===== config.mk =====
export PLATFORM = sky130hd
export DESIGN_NAME = rx_queue_screen
export DESIGN_NICKNAME = d
export VERILOG_FILES = /design/src/rtl/scr_pkg.sv /design/src/rtl/scr_hdr_capture.sv /design/src/rtl/scr_rule_bank.sv /design/src/rtl/scr_rule_match.sv /design/src/rtl/scr_prio_pick.sv /design/src/rtl/rx_queue_screen.sv
export SDC_FILE = /design/constraint.sdc
export NUM_CORES = 1
export LEC_CHECK = 0
export ABC_CLOCK_PERIOD_IN_PS = 5600
export BUFFER_PORTS_ARGS = -buffer_cell sky130_fd_sc_hd__buf_2
export CAP_MARGIN = 0
export CORE_MARGIN = 2
export CORE_UTILIZATION = 55
export DETAILED_ROUTE_END_ITERATION = 6
export PLACE_DENSITY = 0.84
export SLEW_MARGIN = 20
export SYNTH_ARGS = -nofsm -noshare
export SYNTH_HDL_FRONTEND = slang
export SYNTH_SLANG_ARGS = --single-unit
export TNS_END_PERCENT = 50

===== constraint.sdc =====
create_clock -name clk -period 5.6 [get_ports clk]
set_clock_uncertainty 0.15 [all_clocks]
set_input_delay 0.28 -clock clk [delete_from_list [all_inputs] [get_ports clk]]
set_output_delay 0.28 -clock clk [all_outputs]
set_load 0.02 [all_outputs]

===== src/rtl/scr_pkg.sv =====
// Shared types and constants for the receive queue screener.
// Assumes frames start at the Ethernet destination address with no VLAN tag.
package scr_pkg;

    localparam int QUEUE_W     = 4;
    localparam int DS_OFF      = 15;
    localparam int PORT_HI_OFF = 36;
    localparam int PORT_LO_OFF = 37;
    localparam int CNT_W       = 6;
    localparam int RULE_W      = 31;

    // One screening rule; the bit order matches the write word [30:0].
    typedef struct packed {
        logic        drop;
        logic        port_en;
        logic        ds_en;
        logic [15:0] port;
        logic [7:0]  ds;
        logic [QUEUE_W-1:0] queue;
    } scr_rule_t;

    // Header fields seen so far in the current frame.
    typedef struct packed {
        logic        ds_ok;
        logic [7:0]  ds;
        logic        port_ok;
        logic [15:0] port;
    } scr_hdr_t;

endpackage


===== src/rtl/scr_hdr_capture.sv =====
// Tracks the byte offset within the current frame and keeps the DS/TC byte
// and the UDP port bytes. hdr_o includes the byte being accepted this cycle,
// so fire_o and hdr_o together describe the frame as of this cycle's edge.
// Assumes offsets are contiguous: a frame's bytes arrive in order with no holes.
// Bytes before the first start marker, or after a frame's trigger, are ignored.
module scr_hdr_capture
    import scr_pkg::*;
(
    input  logic       clk,
    input  logic       rst_n,
    input  logic       in_valid,
    input  logic       in_sof,
    input  logic       in_eof,
    input  logic [7:0] in_byte,
    output scr_hdr_t   hdr_o,
    output logic       fire_o
);
    localparam logic [CNT_W-1:0] SAT_OFF = CNT_W'(PORT_LO_OFF + 1);

    logic [CNT_W-1:0] cnt_q;
    logic [CNT_W-1:0] cur_off;
    logic             done_q;
    logic             live_done;
    scr_hdr_t         hdr_q;

    // Offset of the present byte, and the header view including this byte.
    always_comb begin
        cur_off   = in_sof ? '0 : cnt_q;
        live_done = (in_valid && in_sof) ? 1'b0 : done_q;
        hdr_o     = hdr_q;
        if (in_valid && in_sof) begin
            hdr_o.ds_ok   = 1'b0;
            hdr_o.port_ok = 1'b0;
        end
        if (in_valid) begin
            if (cur_off == CNT_W'(DS_OFF)) begin
                hdr_o.ds    = in_byte;
                hdr_o.ds_ok = 1'b1;
            end
            if (cur_off == CNT_W'(PORT_HI_OFF)) begin
                hdr_o.port[15:8] = in_byte;
            end
            if (cur_off == CNT_W'(PORT_LO_OFF)) begin
                hdr_o.port[7:0] = in_byte;
                hdr_o.port_ok   = 1'b1;
            end
        end
        fire_o = in_valid && !live_done &&
                 (in_eof || cur_off == CNT_W'(PORT_LO_OFF));
    end

    // Advance the saturating offset counter and keep the captured header.
    always_ff @(posedge clk) begin
        if (!rst_n) begin
            cnt_q  <= '0;
            done_q <= 1'b1;
            hdr_q  <= '0;
        end else if (in_valid) begin
            cnt_q  <= (cur_off >= SAT_OFF) ? SAT_OFF : cur_off + 1'b1;
            done_q <= live_done || fire_o;
            hdr_q  <= hdr_o;
        end
    end

    // Once a verdict has been triggered, the frame stays closed until a new start.
    assert_closed_after_fire_R8: assert property (@(posedge clk) disable iff (!rst_n)
        fire_o |=> done_q);

    // Reaching offset 37 in an open frame always triggers the verdict.
    assert_fire_at_port_lo_R8: assert property (@(posedge clk) disable iff (!rst_n)
        (in_valid && !in_sof && !done_q && cnt_q == CNT_W'(PORT_LO_OFF)) |-> fire_o);

    // The port can only be complete if the DS/TC byte was seen earlier.
    assert_port_after_ds_R9: assert property (@(posedge clk) disable iff (!rst_n)
        hdr_q.port_ok |-> hdr_q.ds_ok);

endmodule


===== src/rtl/scr_rule_bank.sv =====
// Storage for the screening rules, loaded one whole word per write.
// Assumes cfg_idx values of NUM_RULES or more are unused; writes to them are dropped.
module scr_rule_bank
    import scr_pkg::*;
#(
    parameter int NUM_RULES = 4,
    parameter int IDX_W     = 2
) (
    input  logic                      clk,
    input  logic                      rst_n,
    input  logic                      we,
    input  logic [IDX_W-1:0]          idx,
    input  logic [31:0]               data,
    output scr_rule_t [NUM_RULES-1:0] rules_o
);
    logic unused_top_bit;
    assign unused_top_bit = data[31];

    for (genvar g = 0; g < NUM_RULES; g++) begin : g_slot
        // Hold one rule; load it when its index is written.
        always_ff @(posedge clk) begin
            if (!rst_n) begin
                rules_o[g] <= '0;
            end else if (we && idx == IDX_W'(g)) begin
                rules_o[g] <= scr_rule_t'(data[RULE_W-1:0]);
            end
        end

        assert_write_lands_R10: assert property (@(posedge clk) disable iff (!rst_n)
            (we && idx == IDX_W'(g)) |=> rules_o[g] == scr_rule_t'($past(data[RULE_W-1:0])));

        assert_slot_holds_R10: assert property (@(posedge clk) disable iff (!rst_n)
            !(we && idx == IDX_W'(g)) |=> $stable(rules_o[g]));
    end

endmodule


===== src/rtl/scr_rule_match.sv =====
// Judges one rule against the header view: an enabled criterion that is absent
// or unequal counts as a mismatch, and a qualifying rule needs at least one hit.
module scr_rule_match
    import scr_pkg::*;
(
    input  logic      clk,
    input  logic      rst_n,
    input  scr_rule_t rule_i,
    input  scr_hdr_t  hdr_i,
    output logic      qual_o
);
    logic ds_eq;
    logic port_eq;
    logic any_hit;
    logic any_miss;

    // Combine the two criteria under the all-enabled-must-agree rule.
    always_comb begin
        ds_eq    = hdr_i.ds_ok   && (hdr_i.ds   == rule_i.ds);
        port_eq  = hdr_i.port_ok && (hdr_i.port == rule_i.port);
        any_hit  = (rule_i.ds_en && ds_eq) || (rule_i.port_en && port_eq);
        any_miss = (rule_i.ds_en && !ds_eq) || (rule_i.port_en && !port_eq);
        qual_o   = any_hit && !any_miss;
    end

    assert_needs_enable_R4: assert property (@(posedge clk) disable iff (!rst_n)
        (!rule_i.ds_en && !rule_i.port_en) |-> !qual_o);

    assert_short_port_misses_R9: assert property (@(posedge clk) disable iff (!rst_n)
        (rule_i.port_en && !hdr_i.port_ok) |-> !qual_o);

    assert_short_ds_misses_R9: assert property (@(posedge clk) disable iff (!rst_n)
        (rule_i.ds_en && !hdr_i.ds_ok) |-> !qual_o);

endmodule


===== src/rtl/scr_prio_pick.sv =====
// Grants the lowest-indexed asserted request; any_o reports that one exists.
module scr_prio_pick #(
    parameter int N = 4
) (
    input  logic         clk,
    input  logic         rst_n,
    input  logic [N-1:0] req_i,
    output logic [N-1:0] grant_o,
    output logic         any_o
);
    // Scan upward and keep only the first request found.
    always_comb begin
        grant_o = '0;
        any_o   = 1'b0;
        for (int i = 0; i < N; i++) begin
            if (req_i[i] && !any_o) begin
                grant_o[i] = 1'b1;
                any_o      = 1'b1;
            end
        end
    end

    assert_single_grant_R5: assert property (@(posedge clk) disable iff (!rst_n)
        $onehot0(grant_o));

    assert_grant_requested_R5: assert property (@(posedge clk) disable iff (!rst_n)
        (grant_o & ~req_i) == '0);

    assert_grant_when_req_R5: assert property (@(posedge clk) disable iff (!rst_n)
        (req_i != '0) |-> (grant_o != '0));

endmodule


===== src/rtl/rx_queue_screen.sv =====
// Receive queue screener top. It captures the header bytes, judges every rule
// in parallel, picks the lowest qualifying index, and registers one verdict
// per frame. Assumes the byte stream brackets each frame with start/last markers.
module rx_queue_screen
    import scr_pkg::*;
#(
    parameter int NUM_RULES = 4,
    parameter int IDX_W     = (NUM_RULES > 1) ? $clog2(NUM_RULES) : 1
) (
    input  logic             clk,
    input  logic             rst_n,
    input  logic             cfg_we,
    input  logic [IDX_W-1:0] cfg_idx,
    input  logic [31:0]      cfg_data,
    input  logic             rx_valid,
    input  logic             rx_sof,
    input  logic             rx_eof,
    input  logic [7:0]       rx_byte,
    output logic             res_valid,
    output logic             res_hit,
    output logic [3:0]       res_queue,
    output logic             res_drop
);
    scr_rule_t [NUM_RULES-1:0] rules;
    scr_hdr_t                  hdr;
    logic                      fire;
    logic [NUM_RULES-1:0]      qual;
    logic [NUM_RULES-1:0]      grant;
    logic                      any;
    scr_rule_t                 win;

    scr_hdr_capture u_cap (
        .clk      (clk),
        .rst_n    (rst_n),
        .in_valid (rx_valid),
        .in_sof   (rx_sof),
        .in_eof   (rx_eof),
        .in_byte  (rx_byte),
        .hdr_o    (hdr),
        .fire_o   (fire)
    );

    scr_rule_bank #(.NUM_RULES(NUM_RULES), .IDX_W(IDX_W)) u_bank (
        .clk     (clk),
        .rst_n   (rst_n),
        .we      (cfg_we),
        .idx     (cfg_idx),
        .data    (cfg_data),
        .rules_o (rules)
    );

    for (genvar g = 0; g < NUM_RULES; g++) begin : g_match
        scr_rule_match u_match (
            .clk    (clk),
            .rst_n  (rst_n),
            .rule_i (rules[g]),
            .hdr_i  (hdr),
            .qual_o (qual[g])
        );
    end

    scr_prio_pick #(.N(NUM_RULES)) u_pick (
        .clk     (clk),
        .rst_n   (rst_n),
        .req_i   (qual),
        .grant_o (grant),
        .any_o   (any)
    );

    // Select the granted rule's fields with a one-hot OR mux.
    always_comb begin
        win = '0;
        for (int i = 0; i < NUM_RULES; i++) begin
            if (grant[i]) begin
                win = win | rules[i];
            end
        end
    end

    // Register the verdict on the trigger edge; outputs idle at zero otherwise.
    always_ff @(posedge clk) begin
        if (!rst_n) begin
            res_valid <= 1'b0;
            res_hit   <= 1'b0;
            res_queue <= '0;
            res_drop  <= 1'b0;
        end else begin
            res_valid <= fire;
            res_hit   <= fire && any;
            res_drop  <= fire && any && win.drop;
            res_queue <= (fire && any && !win.drop) ? win.queue : '0;
        end
    end

    assert_idle_quiet_R8: assert property (@(posedge clk) disable iff (!rst_n)
        !res_valid |-> (!res_hit && !res_drop && res_queue == '0));

    assert_drop_no_queue_R7: assert property (@(posedge clk) disable iff (!rst_n)
        res_drop |-> (res_hit && res_queue == '0));

    assert_miss_queue_zero_R6: assert property (@(posedge clk) disable iff (!rst_n)
        (res_valid && !res_hit) |-> (res_queue == '0 && !res_drop));

    assert_single_byte_frame_R8: assert property (@(posedge clk) disable iff (!rst_n)
        (rx_valid && rx_sof && rx_eof) |=> res_valid);

endmodule


==> impl_metrics.env, run 1 <==
export IMPL_p_leak_nw=3.635
export IMPL_r2r_end="res_drop$_SDFF_PN0_"
export IMPL_path_max_fanout=17
export IMPL_fp_dieW_um=129.2
export IMPL_fin_nets=1232
export IMPL_setup_tns_ns=0
export IMPL_ant_nets=0
export IMPL_rsz0062_at_grt="false"
export IMPL_synthTopCellsByArea="dfxtp_1 38%, nand2_1 13%, a21oi_1 10%"
export IMPL_dominantRegCellSynth="dfxtp_1"
export IMPL_holdPathEnd="u_bank.rules_o[12]$_SDFFE_PN0P_"
export IMPL_finalCritPeriodShare_pct=80.48
export IMPL_ys_seq_area_share_pct=38.11
export IMPL_clockBufferDepth=2
export IMPL_fill_cells=1332
export IMPL_synth_seq_cells=164
export IMPL_final_setup_viol_count=0
export IMPL_top_level_ports=55
export IMPL_syn_area_um2=8616
export IMPL_grt_pass1_vias=8040
export IMPL_max_cap_viol_count=0
export IMPL_tightestPinTransition_ns=1.132
export IMPL_die_area_um2=16680
export IMPL_max_freq_mhz=221.9
export IMPL_reg2regPathDepth=9
export IMPL_hold_buffers=31
export IMPL_clk_latency_ns=0.44
export IMPL_rows=45
export IMPL_cts_resized_gates=0
export IMPL_post_cts_buffers=0
export IMPL_crit_chain="nand4b_1, nor2_8, a311oi_1, a2111oi_0, and4_1, o21a_1, nand2_1, a31oi_2, o211a_1"
export IMPL_dp_hpwl_mm=19.00
export IMPL_end_kind="register"
export IMPL_max_vdd_ir_drop_mv=0.2330
export IMPL_preCtsSetupSlack_ns=1.259
export IMPL_drive_above_1_share_pct=10.47
export IMPL_required_ns=5.84
export IMPL_track_usage_pct=34.41
export IMPL_rrSetupSlack_ns=1.09
export IMPL_synth_area_per_cell_um2=7.538
export IMPL_start_util_pct=56.47
export IMPL_gp_congestion=1.021
export IMPL_htreeDepth=4
export IMPL_hold_path_cell_count=3
export IMPL_cts_made_buffers=17
export IMPL_clkSinkCount=164
export IMPL_drt_iter0_markers=1228
export IMPL_outcome="completed"
export IMPL_cpPeakStageDelay_ns=0.94
export IMPL_arrival_ns=4.75
export IMPL_cts_tree="done"
export IMPL_cpMaxStageDelayCell="nand4b_1"
export IMPL_drc=0
export IMPL_yosysMostFrequentCell="nand2_1"
export IMPL_root_buffer="clkbuf_16"
export IMPL_min_period_ns=4.507
export IMPL_synthesis_nets=1194
export IMPL_syn2layout_area_growth_pct=13.49
export IMPL_yosysTopAreaCell="dfxtp_1"
export IMPL_grt_pass1_wl_mm=44.06
export IMPL_power_density_nw_per_um2=270.2
export IMPL_start_kind="register"
export IMPL_port_buffers=53
export IMPL_n_antenna_cell=0
export IMPL_layout_setup_ws_ns=1.093
export IMPL_criticalPathCategory="register to register"
export IMPL_finalMaxSlewViolations=0
export IMPL_hp_start="cfg_data[12]"
export IMPL_grt_antenna_before_repair=0
export IMPL_syn_inst=1143
export IMPL_synth_distinct_cells=85
export IMPL_grt_overflow=0
export IMPL_yosysWarnings=0
export IMPL_synth_edf_count=0
export IMPL_wl_per_cell_um=20.23
export IMPL_holdCritPathClass="input pin to register"
export IMPL_clk_pin_slew_ns=0.07
export IMPL_fp_coreArea_um2=15260
export IMPL_seq_area_um2=3283
export IMPL_multi_input_area_um2=4841
export IMPL_synth_top_area_share_pct=38.11
export IMPL_vias=8833
export IMPL_reg2reg_from="u_cap.cnt_q[2]$_SDFFE_PN0P_"
export IMPL_fp_dieH_um=129.2
export IMPL_grt_max_degree=88
export IMPL_wl_mm=28.43
export IMPL_first_pass_iters=7
export IMPL_maxSlewHeadroom_pct=24.14
export IMPL_vias_per_cell=6.287
export IMPL_synth_common_cells="294 x nand2_1, 172 x a21oi_1, 164 x dfxtp_1"
export IMPL_synthArstFlopShare_pct=0
export IMPL_hold_viol_final=0
-- where the power goes --
part           internal [W]  switching [W]  total [W]
Sequential          0.00120      0.0000351    0.00123
Combinational     0.0000972       0.000173   0.000270
Clock              0.000606       0.000533    0.00114
-- state kept, by name (all words and copies together) (netlist names) --
register        count
u_cap.done_q        1
u_cap.cnt_q         6
res_valid           1
u_cap.hdr_q        26
res_hit             1
res_drop            1
u_bank.rules_o    124
res_queue           4
-- kinds of logic (layout without fill, tap and decap cells) --
| logic type | Yosys count | in the layout | synth area share (%) |
|---|---|---|---|
| buf+inv | 120 | 171 | 5.939 |
| compound gates | 327 | 327 | 24.34 |
| xor+xnor | 74 | 74 | 7.522 |
| flops | 164 | 164 | 38.11 |
| simple gates | 451 | 451 | 23.18 |
| fa+ha+maj | 3 | 3 | 0.4357 |
| mux | 4 | 4 | 0.4792 |
-- layout make-up --
| class | instances | area share [%] |
|---|---|---|
| tap | 211 | 2.700 |
| sequential | 164 | 33.58 |
| timing repair buffer | 93 | 6.577 |
| clock buffer | 20 | 4.671 |
| inverter | 46 | 1.791 |
| multi-input combinational | 859 | 49.51 |
| clock inverter | 12 | 1.177 |
-- routing by layer --
metal  GRT usage (%)  vias to the layer above  share of wire (%)
li1                -                     4064                  -
met1           47.19                     4120                 41
met2           53.53                      557                 44
met3           7.514                       92                 12
met4           12.47                        0                3.1
met5               0                        -                  0
-- metrics by stage --
stage                     cell area [um^2]  power (W)  utilization [%]  hold slack (ns)  cells
final                                 9778   0.002642            64.08          0.02683   1405
after global routing                  9778   0.002703            64.08          0.03146   1405
after CTS                             9778   0.002627            64.08          0.01221   1405
after detailed placement              8896   0.001501            58.30           0.2984   1342
after global placement                8896   0.001496            58.30           0.2939   1342
after floorplan                       8616   0.001409                -           0.2039   1143
-- worst max-delay path by stage --
stage / end / cells past startpoint / slack (ns) / from
3_3_place_gp: res_drop$_SDFF_PN0_ / 14 / 1.33 / rx_sof
2_1_floorplan: res_queue[0]$_SDFF_PN0_ / 15 / 2.20 / rx_sof
4_1_cts: res_drop$_SDFF_PN0_ / 12 / 1.32 / u_cap.cnt_q[0]$_SDFFE_PN0P_
6_report: res_drop$_SDFF_PN0_ / 9 / 1.09 / u_cap.cnt_q[2]$_SDFFE_PN0P_
5_1_grt: res_queue[2]$_SDFF_PN0_ / 9 / 0.84 / u_cap.cnt_q[2]$_SDFFE_PN0P_
3_5_place_dp: res_drop$_SDFF_PN0_ / 14 / 1.26 / rx_sof
-- critical path, delay by kind of cell, from the launching register on --
kind               cells  cell delay [ns]
DFF                    1             0.51
AOI/OAI and AO/OA      5             1.73
and+or+nand+nor        4             2.05
-- cell usage in the layout, fill, tap and decap left out, drive strengths merged, types with 4 or more instances in the layout --
cell           n
a21oi        173
a31o           4
or2            6
o21a           4
a311oi         4
o2111ai        6
o221ai         7
xnor2         26
nor4          11
nand2b         5
xor2          48
a221oi         9
o21ai         26
and3           6
dlygate4sd3   31
nand3         20
nor2          45
nor3          25
a222oi         6
a211oi         9
nor2b          6
o211ai         5
buf           62
dfxtp        164
a21boi         5
clkbuf        20
o22ai         20
nand4         11
a31oi          7
a22oi          5
nand2        296
clkinv         9
inv           47
a2111oi       10
(Power assumes the default switching activity.)
==> inputs of run 2 (changes only) <==
--- a/config.mk
+++ b/config.mk
@@ -5,13 +5,13 @@
 export SDC_FILE = /design/constraint.sdc
 export NUM_CORES = 1
 export LEC_CHECK = 0
-export ABC_CLOCK_PERIOD_IN_PS = 5600
+export ABC_CLOCK_PERIOD_IN_PS = 3800
 export BUFFER_PORTS_ARGS = -buffer_cell sky130_fd_sc_hd__buf_2
 export CAP_MARGIN = 0
 export CORE_MARGIN = 2
 export CORE_UTILIZATION = 55
 export DETAILED_ROUTE_END_ITERATION = 6
-export PLACE_DENSITY = 0.84
+export PLACE_DENSITY = 0.87
 export SLEW_MARGIN = 20
 export SYNTH_ARGS = -nofsm -noshare
 export SYNTH_HDL_FRONTEND = slang
==> constraint.sdc (replaced) <==
create_clock -name clk -period 3.8 [get_ports clk]
set_clock_uncertainty 0.15 [all_clocks]
set_input_delay 0.19 -clock clk [delete_from_list [all_inputs] [get_ports clk]]
set_output_delay 0.19 -clock clk [all_outputs]
set_load 0.02 [all_outputs]
==> run 2 against run 1 <==
Compared with the run above: the flow now finishes with violations (setup timing); final area is 3.8% higher; critical path type unchanged; critical path depth increased by 4; highest routed layer unchanged; non-clock buffer count increased by 37; utilization rose by 2.4 points; worst setup slack got worse by 1.1 ns; power grew 51%; clock-buffer cell count down 1; combinational power increased by 60%.
==> impl_metrics.env, run 2 (synthesized netlist as in run 1, its figures left out) <==
export IMPL_power_density_nw_per_um2=394.1
export IMPL_failed_checks="setup timing"
export IMPL_required_ns=3.98
export IMPL_gp_congestion=1.019
export IMPL_maxSlewHeadroom_pct=32.30
export IMPL_crit_chain="nand2_1, inv_1, ha_2, or3b_4, nor2_8, buf_4, nor3b_1, nor4_1, nand4_1, o31ai_2, nand2_1, a31o_2, a211oi_1"
export IMPL_rrSetupSlack_ns=-0.01
export IMPL_final_setup_viol_count=1
export IMPL_track_usage_pct=36.10
export IMPL_p_leak_nw=3.839
export IMPL_reg2reg_from="u_cap.cnt_q[0]$_SDFFE_PN0P_"
export IMPL_start_util_pct=56.47
export IMPL_start_kind="register"
export IMPL_clockBufferDepth=2
export IMPL_tightestPinTransition_ns=1.013
export IMPL_clk_pin_slew_ns=0.07
export IMPL_arrival_ns=4.00
export IMPL_reg2regPathDepth=13
export IMPL_dp_cells=1374
export IMPL_fp_coreArea_um2=15260
export IMPL_vias_per_cell=6.392
export IMPL_cpMaxStageDelayCell="or3b_4"
export IMPL_hold_path_cell_count=3
export IMPL_grt_antenna_before_repair=0
export IMPL_placed_area_um2=9145
export IMPL_grt_max_degree=93
export IMPL_fin_nets=1270
export IMPL_fin_area_um2=10150
export IMPL_rows=45
export IMPL_clk_latency_ns=0.44
export IMPL_reg_top3="u_bank.rules_o (124), u_cap.hdr_q (26), u_cap.cnt_q (6)"
export IMPL_drive_above_1_share_pct=13.56
export IMPL_outcome="complete, but fails checks"
export IMPL_dp_hpwl_mm=19.58
export IMPL_wl_per_cell_um=20.68
export IMPL_die_area_um2=16680
export IMPL_hp_start="rx_byte[1]"
export IMPL_top_level_ports=55
export IMPL_cts_made_buffers=17
export IMPL_finalCritPeriodShare_pct=100.4
export IMPL_criticalPathCategory="register to register"
export IMPL_htreeDepth=4
export IMPL_first_pass_iters=6
export IMPL_drt_iter0_markers=1310
export IMPL_min_period_ns=3.814
export IMPL_layout_common_cells="294 x nand2_1, 172 x a21oi_1, 164 x dfxtp_1"
export IMPL_final_common_cell="nand2_1"
export IMPL_layout_setup_ws_ns=-0.01446
export IMPL_holdPathEnd="u_cap.hdr_q[18]$_SDFFE_PN0P_"
export IMPL_setup_tns_ns=-0.01446
export IMPL_fin_cells=1443
export IMPL_holdCritPathClass="input pin to register"
export IMPL_max_vdd_ir_drop_mv=0.3342
export IMPL_syn2layout_area_growth_pct=17.82
export IMPL_root_buffer="clkbuf_16"
export IMPL_grt_pass1_vias=8731
export IMPL_wl_mm=29.84
export IMPL_r2r_end="res_queue[2]$_SDFF_PN0_"
export IMPL_hold_viol_final=0
export IMPL_path_max_fanout=10
export IMPL_cpPeakStageDelay_ns=0.48
export IMPL_end_kind="register"
export IMPL_drc=0
export IMPL_largest_register_ffs=124
export IMPL_clkSinkCount=164
export IMPL_crit_top_cell="nand2_1"
export IMPL_ant_nets=0
export IMPL_regMostFlops="u_bank.rules_o"
export IMPL_cts_tree="done"
export IMPL_max_cap_viol_count=0
export IMPL_n_antenna_cell=0
export IMPL_vias=9223
export IMPL_port_buffers=53
export IMPL_max_freq_mhz=262.2
export IMPL_worstPathBufferInverterCount=2
export IMPL_cp_top_family="simple AND/OR/NAND/NOR gates"
export IMPL_fp_dieH_um=129.2
export IMPL_grt_pass1_wl_mm=46.35
export IMPL_fp_dieW_um=129.2
export IMPL_finalMaxSlewViolations=0
export IMPL_grt_overflow=0
==> run 2: changes by cell type in the layout (fill, tap and decap cells not counted), sizes merged <==
cell and change:
buf +34, dlygate4sd3 +3, inv +3, clkinvlp -2
bufinv +1, clkbuf -1, clkinv -1, or3b +1
==> run 2: power breakdown <==
part	total (W)	leakage, nW	switching, W	internal, W
clock	0.00176	0.294	0.000801	0.000955
sequential	0.00181	1.33	0.0000499	0.00176
combinational	0.000431	2.21	0.000270	0.000161
==> run 2: tightest hold or removal path, stage by stage <==
cell	delay (ns)
buf_2	0.22
nand2_1	0.11
a21oi_1	0.06
==> run 2: layout make-up <==
| cell class | instances | area, um^2 |
|---|---|---|
| Clock inverter | 13 | 157.7 |
| Sequential cell | 164 | 3283 |
| Fill cell | 1265 | 5107 |
| Inverter | 46 | 175.2 |
| Tap cell | 211 | 264.0 |
| Multi-Input combinational cell | 860 | 4887 |
| Clock buffer | 19 | 442.9 |
| Timing Repair Buffer | 130 | 940.9 |
==> run 2: timing repair <==
item | CTS | global route
hold endpoints to repair | 128 | 0
buffers inserted | 0 | 2
endpoints found under the setup margin | 0 | 6
hold buffers | 34 | 0
gates resized for setup | 0 | 9
==> run 2: worst max path at each step <==
stage / cells past startpoint / from / slack (ns) / end
after floorplan: 13 / u_cap.cnt_q[0]$_SDFFE_PN0P_ / 0.44 / res_queue[0]$_SDFF_PN0_
after global placement: 15 / rx_sof / 0.17 / res_drop$_SDFF_PN0_
after CTS: 13 / u_cap.cnt_q[0]$_SDFFE_PN0P_ / 0.09 / res_drop$_SDFF_PN0_
after detailed placement: 15 / rx_sof / 0.07 / res_drop$_SDFF_PN0_
final: 13 / u_cap.cnt_q[0]$_SDFFE_PN0P_ / -0.01 / res_queue[2]$_SDFF_PN0_
after global routing: 14 / u_cap.cnt_q[0]$_SDFFE_PN0P_ / -0.16 / res_queue[2]$_SDFF_PN0_
==> run 2: per-stage QoR <==
stage | worst slack (ns) | util (%) | hold slack [ns] | total power, W
5_1_grt | -0.1628 | 66.53 | 0.03196 | 0.004112
3_3_place_gp | 0.1668 | 59.93 | 0.2822 | 0.002219
2_1_floorplan | 0.4383 | - | 0.1139 | 0.002076
4_1_cts | 0.09394 | 66.10 | 0.02482 | 0.003976
3_5_place_dp | 0.07466 | 59.93 | 0.2967 | 0.002228
6_report | -0.01446 | 66.53 | 0.04015 | 0.004001
==> run 2: per-layer routing <==
layer | part of all wire (%) | wire length [um] | vias up | GRT usage, %
li1 | - | - | 4136 | -
met1 | 39 | 11610 | 4300 | 46.89
met2 | 44 | 13230 | 669 | 55.20
met3 | 13 | 3884 | 118 | 10.65
met4 | 3.7 | 1117 | 0 | 17.26
met5 | 0 | 0 | - | 0
